$ cat src/rtl/periodic_rate_gen.sv
`timescale 1ns/1ps
module periodic_rate_gen #(
  parameter int RATE_W      = 4,
  parameter int DIV_W       = 3,
  parameter int DIV_RUN_MAX = 2
) (
  input  logic              clk,
  input  logic              rst_n,
  input  logic              tick_en,
  input  logic [RATE_W-1:0] rate_code,
  input  logic              rate_ie,
  input  logic [DIV_W-1:0]  div_ctrl,
  output logic              pf_pulse,
  output logic              irq_pulse
);
  localparam int CNT_W = (1 << RATE_W) - 2;
  localparam int SH_W  = RATE_W + 1;

  logic [RATE_W-1:0] code_q;
  logic              ie_q;
  logic [CNT_W-1:0]  cnt;
  logic [SH_W-1:0]   shift;
  logic [CNT_W:0]    span;
  logic [CNT_W-1:0]  last;
  logic              running, restart, expire;

  // codes 1 and 2 alias onto the 128 and 256 tick periods
  assign shift   = (rate_code < RATE_W'(3)) ? SH_W'(rate_code) + SH_W'(6)
                                            : SH_W'(rate_code) - SH_W'(1);
  assign span    = (CNT_W+1)'(1) << shift;
  assign last    = CNT_W'(span - (CNT_W+1)'(1));
  assign running = rate_ie && (rate_code != '0) && (div_ctrl <= DIV_W'(DIV_RUN_MAX));
  assign restart = !running || (rate_code != code_q) || (rate_ie != ie_q);
  assign expire  = tick_en && (cnt == last);

  always_ff @(posedge clk) begin
    if (!rst_n) begin
      code_q    <= '0;
      ie_q      <= 1'b0;
      cnt       <= '0;
      pf_pulse  <= 1'b0;
      irq_pulse <= 1'b0;
    end else begin
      code_q <= rate_code;
      ie_q   <= rate_ie;
      if (restart) begin
        cnt       <= '0;
        pf_pulse  <= 1'b0;
        irq_pulse <= 1'b0;
      end else begin
        if (tick_en) cnt <= expire ? '0 : cnt + CNT_W'(1);
        pf_pulse  <= expire;
        irq_pulse <= expire && rate_ie;
      end
    end
  end
endmodule

$ cat config.mk
export PLATFORM = sky130hd
export DESIGN_NAME = periodic_rate_gen
export DESIGN_NICKNAME = d
export VERILOG_FILES = /design/src/rtl/periodic_rate_gen.sv
export SDC_FILE = /design/constraint.sdc
export NUM_CORES = 1
export LEC_CHECK = 0
export ABC_AREA = 1
export ABC_CLOCK_PERIOD_IN_PS = 3080
export BUFFER_PORTS_ARGS = -buffer_cell sky130_fd_sc_hd__buf_4
export CAP_MARGIN = 30
export CORE_ASPECT_RATIO = 2
export CORE_MARGIN = 5
export CORE_UTILIZATION = 45
export CTS_CLUSTER_SIZE = 25
export DETAILED_ROUTE_END_ITERATION = 7
export GPL_ROUTABILITY_DRIVEN = 0
export GPL_TIMING_DRIVEN = 0
export RECOVER_POWER = 50
export SYNTH_ARGS = -nofsm -noshare
export SYNTH_HDL_FRONTEND = slang
export SYNTH_SLANG_ARGS = --single-unit
$ cat constraint.sdc
create_clock -name clk -period 3.08 [get_ports clk]
set_input_delay 0.308 -clock clk [delete_from_list [all_inputs] [get_ports clk]]
set_output_delay 0.308 -clock clk [all_outputs]
set_load 0.02 [all_outputs]
==> flow_metrics.tcl, run 1 <==
set metrics [dict create \
    critical_path.max_stage_delay_ns 0.31 \
    vdd.ir_drop.worst_mv 0.308 \
    postSynthAreaPerCell_um2 6.64 \
    timing.clock.skew_ns 0.00810 \
    worst_path_max_delay_cell "sky130_fd_sc_hd__ha_1" \
    first_global_vias 1888 \
    num_vias 1901 \
    worst_ep_required_time_ns 3.24 \
    post_drt_via_cell_ratio 5.08 \
    grt_max_degree 13 \
    ys_seq_elements 21 \
    finalHoldViolCount 0 \
    finalWorstPathRequiredPeriod_ns 2.89 \
    antenna_found_initial 0 \
    fin_nets 339 \
    post_synth_inst_count 302 \
    power.share.clock 0.263 \
    dieHeight_um 104 \
    netlist_area_mm2 0.00200 \
    result_of_the_run "finished clean" \
    timing.critical_path.to_type "register" \
    power.share.switching 0.365 \
    dpl.hpwl_um 4090 \
    route.antenna.remaining_nets 0 \
    fill_cells 495 \
    clock_sink_count 21 \
    timing.critical_path.fanout_max 10 \
    slew_viol_final 0 \
    maxClockFrequency_mhz 346 \
    overflow_left_after_global_routing 0 \
    grt_first_pass_wirelength_um 8050 \
    net-switching-power_uw 260 \
    portBuffers 12 \
    ys_warn_count 0 \
    mappedNetlistNets 320 \
    tritoncts "yes" \
    routedWlPerCell_um 12.8 \
    synth_largest_area_cell "sky130_fd_sc_hd__dfxtp_1" \
    power.share.sequential 0.388 \
    cp_cell_sequence "buf_4 -> ha_1 -> bufinv_8 -> nand2_4 -> nand2_1 -> nand2_2 -> nor2_2 -> nand2_2 -> ha_1 -> a21oi_1 -> o21ai_0 -> a21oi_1 -> nand2_1 -> nor3_2 -> nand2_1 -> nor2_2 -> nand3_4 -> nand2_4 -> buf_12 -> nor2_2" \
    first_iter_violations 26 \
    cts.reportedPaths.clkPinSlew_ns 0.08 \
    synth.top_cell.area_share 0.210 \
    arrival_ns 3.04 \
    leakage_power_total_uw 0.00106 \
    cts-buffers-inserted 3 \
    clk_latency_ns 0.26 \
    drc_errors 0 \
    synth-main-ff-cell "sky130_fd_sc_hd__dfxtp_1" \
    drive_above_1_share 0.266 \
    groute.usage.overall 0.169 \
    initial_utilization 0.462 \
    final_core_utilization 0.512 \
    diodes 0 \
    synth_async_sr_flop_share 0 \
    fin_setup_tns_ns 0 \
    drt-total-wl_um 4800 \
    holdBufCountCts 0 \
    cp-start-kind "primary input" \
    synth.distinct_cells 32 \
    synth_edf_count 0 \
    drv.max_cap_violation_count 0 \
    power.total_uw 712 \
    intPower_uw 452 \
    combinational_group_share_of_total_power 0.349 \
    synth.yosys.seq_area_share 0.210 \
    core_area_mm2 0.00434 \
    power.density_mw_per_mm2 321 \
    clock-root-buffer "sky130_fd_sc_hd__clkbuf_8" \
    slew_headroom 0.728 \
    post-synth-top-count-cell "sky130_fd_sc_hd__nand2_1" \
    timing.final.crit_share 0.937 \
    cell_types_occupying_the_most_area_after_synthesis "sky130_fd_sc_hd__dfxtp_1 21%, sky130_fd_sc_hd__nand2_1 16%, sky130_fd_sc_hd__nand3_1 7.2%" \
    die_width_um 57.2 \
    worst_hold_path_class "primary input to register" \
    final_setup_viols 0 \
    ctsLongestPathBuffers 2 \
    std_cell_rows 34 \
    design.die.area_mm2 0.00597 \
    first_pass_iters 7 \
    cts_max_level 1 \
    setup.worst_path.class "primary input to register" \
    tightest_slew_ns 0.398 \
    flow.area_growth_from_synthesis_pct 10.9 \
    io_pins 13 \
    netlist_top_cells_count "83 x sky130_fd_sc_hd__nand2_1, 38 x sky130_fd_sc_hd__inv_1, 29 x sky130_fd_sc_hd__nand3_1" \
]
-- power groups by stage --
stage | combinational [µW] | sequential (µW) | clock [µW]
after global placement | 241 | 283 | 0
after CTS | 245 | 276 | 192
after detailed placement | 244 | 283 | 0
after floorplan | 189 | 282 | 0
final | 249 | 276 | 188
after global routing | 280 | 277 | 200
-- repair_timing --
item,4_1_cts,5_1_grt
setup buffers,0,2
resized for setup,0,5
setup endpoints to repair,0,12
-- final cells by class --
cell class / count / area (µm²) / share of cell area
Multi-Input combinational cell: 235 / 1380 / 0.622
Sequential cell: 21 / 420 / 0.189
Inverter: 44 / 181 / 0.0816
Timing Repair Buffer: 14 / 90.1 / 0.0405
Tap cell: 54 / 67.6 / 0.0304
Clock buffer: 3 / 41.3 / 0.0186
Buffer: 2 / 35.0 / 0.0158
Clock inverter: 1 / 5.00 / 0.00225
-- logic make-up (layout without fill, tap and decap cells) --
logic type / Yosys count / count (layout) / share of synthesized area
flops: 21 / 21 / 0.210
fa+ha+maj: 7 / 7 / 0.0437
buf+inv: 46 / 64 / 0.105
xor+xnor: 11 / 11 / 0.0481
compound gates: 17 / 17 / 0.0537
simple gates: 200 / 200 / 0.540
-- per-layer routing --
layer / vias up / global-route usage / share of wire
met5: - / 0 / 0
met4: 0 / 0.0945 / 0.051
met3: 18 / 0.0149 / 0.015
met2: 32 / 0.349 / 0.59
met1: 860 / 0.146 / 0.34
li1: 991 / - / -
-- worst max-delay path, delay by kind of cell --
family,cells,cell delay [ns]
AND/OR/NAND/NOR,12,1.32
AO/OA/AOI/OAI,3,0.35
adder cells (fa/ha/maj),2,0.52
buffers and inverters,3,0.51
-- path summary, 6_finish.rpt --
| kind | startpoint | endpoint | slack (ns) | cells after the start |
|---|---|---|---|---|
| min | rate_ie | ie_q | 0.26 | 3 |
| max reg2reg | cnt[0] | cnt[13] | 0.88 | 9 |
| min reg2reg | cnt[1] | cnt[1] | 0.52 | 2 |
| max | rate_code[0] | cnt[2] | 0.19 | 20 |
-- cell usage in the layout (no fill, tap or decap), drive strengths merged, types with 2 or more instances in the layout --
master,n
nand2,108
nand3b,2
xor2,11
dfxtp,21
or2,2
nand3,36
nor3,4
a21oi,5
inv,43
clkbuf,7
nand4,7
buf,12
o21ai,6
nor2,41
ha,7
o2111ai,2
-- flip-flops by register name (all words and copies together), names as in the netlist --
signal     count
cnt           14
code_q         4
ie_q           1
irq_pulse      1
pf_pulse       1
-- through the flow --
stage / worst slack (ns) / hold WS, ns / cell area, µm² / cells
2_1_floorplan: 0.374 / 0.401 / 2000 / 302
3_3_place_gp: -0.176 / 0.516 / 2160 / 368
3_5_place_dp: -0.192 / 0.510 / 2160 / 368
4_1_cts: 0.0806 / 0.265 / 2210 / 372
5_1_grt: -0.0296 / 0.288 / 2220 / 374
6_report: 0.193 / 0.262 / 2220 / 374
No activity file was read; power rests on OpenSTA's default activity.
==> run 2: changes to the inputs <==
ABC_AREA = unset   (was 1)
==> flow_metrics.tcl, run 2 <==
set metrics [dict create \
    post_drt_via_cell_ratio 5.85 \
    diodes 0 \
    std_cell_rows 31 \
    largest_register_ff_count 14 \
    largest-register "cnt" \
    core_area_mm2 0.00357 \
    holdPathStages 2 \
    io_pins 13 \
    worstRegToRegCells 7 \
    num_vias 1701 \
    final_common_cell "sky130_fd_sc_hd__buf_4" \
    post_layout_nonfiller_instances 291 \
    ys_seq_elements 21 \
    min_to "ie_q" \
    holdBufCountCts 0 \
    largestRegisters "cnt x14, code_q x4" \
    drive_above_1_share 0.343 \
    timing.final.crit_share 1.03 \
    synth_edf_count 0 \
    cp-start-kind "primary input" \
    fin_setup_tns_ns -1.35 \
    result_of_the_run "finished, violations left" \
    synth-main-ff-cell "sky130_fd_sc_hd__dfxtp_1" \
    clock-root-buffer "sky130_fd_sc_hd__clkbuf_8" \
    power.share.clock 0.261 \
    power.density_mw_per_mm2 300 \
    finalHoldViolCount 0 \
    leakage_power_total_uw 0.000841 \
    synth_async_sr_flop_share 0 \
    hold_start "rate_ie" \
    portBuffers 11 \
    overflow_left_after_global_routing 0 \
    worst_ep_required_time_ns 3.24 \
    intPower_uw 485 \
    synth_largest_area_cell "sky130_fd_sc_hd__dfxtp_1" \
    power.share.switching 0.311 \
    clk_latency_ns 0.27 \
    slew_viol_final 0 \
    mappedNetlistNets 216 \
    design.die.area_mm2 0.00499 \
    groute.usage.overall 0.206 \
    crit-reg2reg-launch "cnt[7]" \
    initial_utilization 0.456 \
    netlist_area_mm2 0.00163 \
    maxClockFrequency_mhz 314 \
    final_setup_viols 16 \
    power.share.sequential 0.392 \
    failed_checks "negative setup slack" \
    first_global_vias 1687 \
    route.antenna.remaining_nets 0 \
    ys_warn_count 0 \
    rr_endpoint "irq_pulse" \
    synth.distinct_cells 48 \
    net-switching-power_uw 219 \
    slew_headroom 0.557 \
    netlist_top_cells_count "25 x sky130_fd_sc_hd__nor2_1, 21 x sky130_fd_sc_hd__dfxtp_1, 15 x sky130_fd_sc_hd__xnor2_1" \
    first_pass_iters 4 \
    post-route-worst-setup-slack_ns -0.107 \
    unrepaired_setup_endpoints_after_global_routing "true" \
    drc_errors 0 \
    synth.top_cell.area_share 0.258 \
    fin_nets 261 \
    post_synth_inst_count 198 \
    setup.worst_path.class "primary input to register" \
    timing.critical_path.to_type "register" \
    final_cell_mix "37 x sky130_fd_sc_hd__buf_4, 22 x sky130_fd_sc_hd__nor2_1, 21 x sky130_fd_sc_hd__dfxtp_1" \
    placement.setup.worst_slack_ns -0.738 \
    finalWorstPathRequiredPeriod_ns 3.19 \
    postSynthAreaPerCell_um2 8.21 \
    worst_hold_path_class "primary input to register" \
    drv.max_cap_violation_count 0 \
    synth.yosys.seq_area_share 0.258 \
    vdd.ir_drop.worst_mv 0.199 \
    dp_cell_count 258 \
    timing.clock.skew_ns 0.00646 \
    dpl.hpwl_um 3290 \
    grt_first_pass_wirelength_um 7650 \
    post-synth-top-count-cell "sky130_fd_sc_hd__nor2_1" \
    arrival_ns 3.35 \
    cts_max_level 1 \
    drt-total-wl_um 5170 \
    ctsLongestPathBuffers 2 \
    timing.critical_path.fanout_max 7 \
    timing.reg2reg.setup_slack_ns 1.16 \
    grt_max_degree 13 \
    die_width_um 52.5 \
    tritoncts "yes" \
    dieHeight_um 95.0 \
    clock_sink_count 21 \
    cell_types_occupying_the_most_area_after_synthesis "sky130_fd_sc_hd__dfxtp_1 26%, sky130_fd_sc_hd__xnor2_1 8.1%, sky130_fd_sc_hd__xor2_1 7.0%" \
    flow.area_growth_from_synthesis_pct 44.5 \
    tightest_slew_ns 0.659 \
    routedWlPerCell_um 17.8 \
    combinational_group_share_of_total_power 0.346 \
    fill_cells 305 \
    antenna_found_initial 0 \
    first_iter_violations 68 \
    cts.reportedPaths.clkPinSlew_ns 0.08 \
    cts-buffers-inserted 3 \
]
run 2: cell count changes in the layout (fill, tap and decap cells not counted), moves of 6 or more:
| cell | before | now |
|---|---|---|
| sky130_fd_sc_hd__nand2_1 | 83 | 11 |
| sky130_fd_sc_hd__inv_1 | 37 | 5 |
| sky130_fd_sc_hd__buf_4 | 10 | 37 |
| sky130_fd_sc_hd__nand3_1 | 29 | 8 |
| sky130_fd_sc_hd__nor2_2 | 20 | 3 |
| sky130_fd_sc_hd__nand2_2 | 15 | 0 |
| sky130_fd_sc_hd__xnor2_1 | 0 | 15 |
| sky130_fd_sc_hd__nand2_4 | 9 | 0 |
| sky130_fd_sc_hd__and2_1 | 0 | 6 |
| sky130_fd_sc_hd__ha_4 | 0 | 6 |
| sky130_fd_sc_hd__nand3_2 | 6 | 0 |
| sky130_fd_sc_hd__nor2_1 | 16 | 22 |
run 2: layout make-up:
type,count,area (µm²),share of cell area
inverters,8,50.0,0.0213
multi-input cells,160,1330,0.567
plain buffers,7,101,0.0431
clock buffers,3,41.3,0.0176
repair buffers,42,338,0.144
flip-flops and latches,21,420,0.179
clock inverters,1,5.00,0.00213
well taps,49,61.3,0.0261
run 2: through the flow:
step / hold slack [ns] / cell area, µm² / total power [µW] / util
floorplan: 0.428 / 1740 / 416 / -
global placement: 0.505 / 1880 / 454 / 0.528
detailed placement: 0.509 / 1880 / 457 / 0.528
CTS: 0.277 / 2290 / 688 / 0.641
global route: 0.292 / 2350 / 731 / 0.658
finish: 0.289 / 2350 / 704 / 0.658
run 2: routing by layer:
metal,up-vias,track usage,share of wire
li1,798,-,-
met1,822,0.166,0.33
met4,0,0.154,0.059
met5,-,0,0
met2,55,0.412,0.58
met3,26,0.0282,0.031
run 2: critical path, stage by stage:
cell and delay, ns:
sky130_fd_sc_hd__buf_8 0.11, sky130_fd_sc_hd__clkinvlp_4 0.17, sky130_fd_sc_hd__buf_4 0.18, sky130_fd_sc_hd__ha_4 0.17
sky130_fd_sc_hd__or3_4 0.34, sky130_fd_sc_hd__o221ai_4 0.10, sky130_fd_sc_hd__nand4b_1 0.17, sky130_fd_sc_hd__buf_4 0.14
sky130_fd_sc_hd__ha_4 0.18, sky130_fd_sc_hd__o311a_1 0.19, sky130_fd_sc_hd__o31a_1 0.17, sky130_fd_sc_hd__a221oi_2 0.05
sky130_fd_sc_hd__xor2_1 0.24, sky130_fd_sc_hd__nand4_1 0.22, sky130_fd_sc_hd__o31ai_4 0.38, sky130_fd_sc_hd__buf_6 0.18
sky130_fd_sc_hd__nor2_2 0.04
run 2: worst max path at each step:
stage	from	end	slack (ns)
2_1_floorplan	rate_code[2]	cnt[2]	-0.05
3_3_place_gp	rate_code[0]	cnt[7]	-0.68
3_5_place_dp	rate_code[0]	cnt[7]	-0.74
4_1_cts	rate_code[2]	cnt[8]	-0.02
5_1_grt	rate_code[1]	cnt[0]	-0.17
6_report	rate_code[1]	cnt[8]	-0.11
run 2: logic make-up (layout without fill, tap and decap cells):
| group | count (synthesis) | after routing | share of synthesized area |
|---|---|---|---|
| buffers and inverters | 17 | 61 | 0.0538 |
| adders and majority gates | 7 | 7 | 0.0538 |
| and+or+nand+nor | 87 | 87 | 0.280 |
| DFF | 21 | 21 | 0.258 |
| AOI/OAI and AO/OA | 34 | 34 | 0.175 |
| xor gates and xnor gates | 28 | 28 | 0.151 |
| muxes | 4 | 4 | 0.0277 |
run 2: timing repair:
item,CTS,global route
gates cloned,1,0
setup endpoints to repair,16,16
pin swaps,15,6
resized for setup,34,8
buffers inserted,27,3
run 2: power by group through the flow:
stage          combinational, µW  clock, µW  sequential [µW]
6_report                     244        184              276
5_1_grt                      255        199              277
4_1_cts                      225        186              276
3_5_place_dp                 174          0              283
3_3_place_gp                 171          0              283
2_1_floorplan                133          0              283
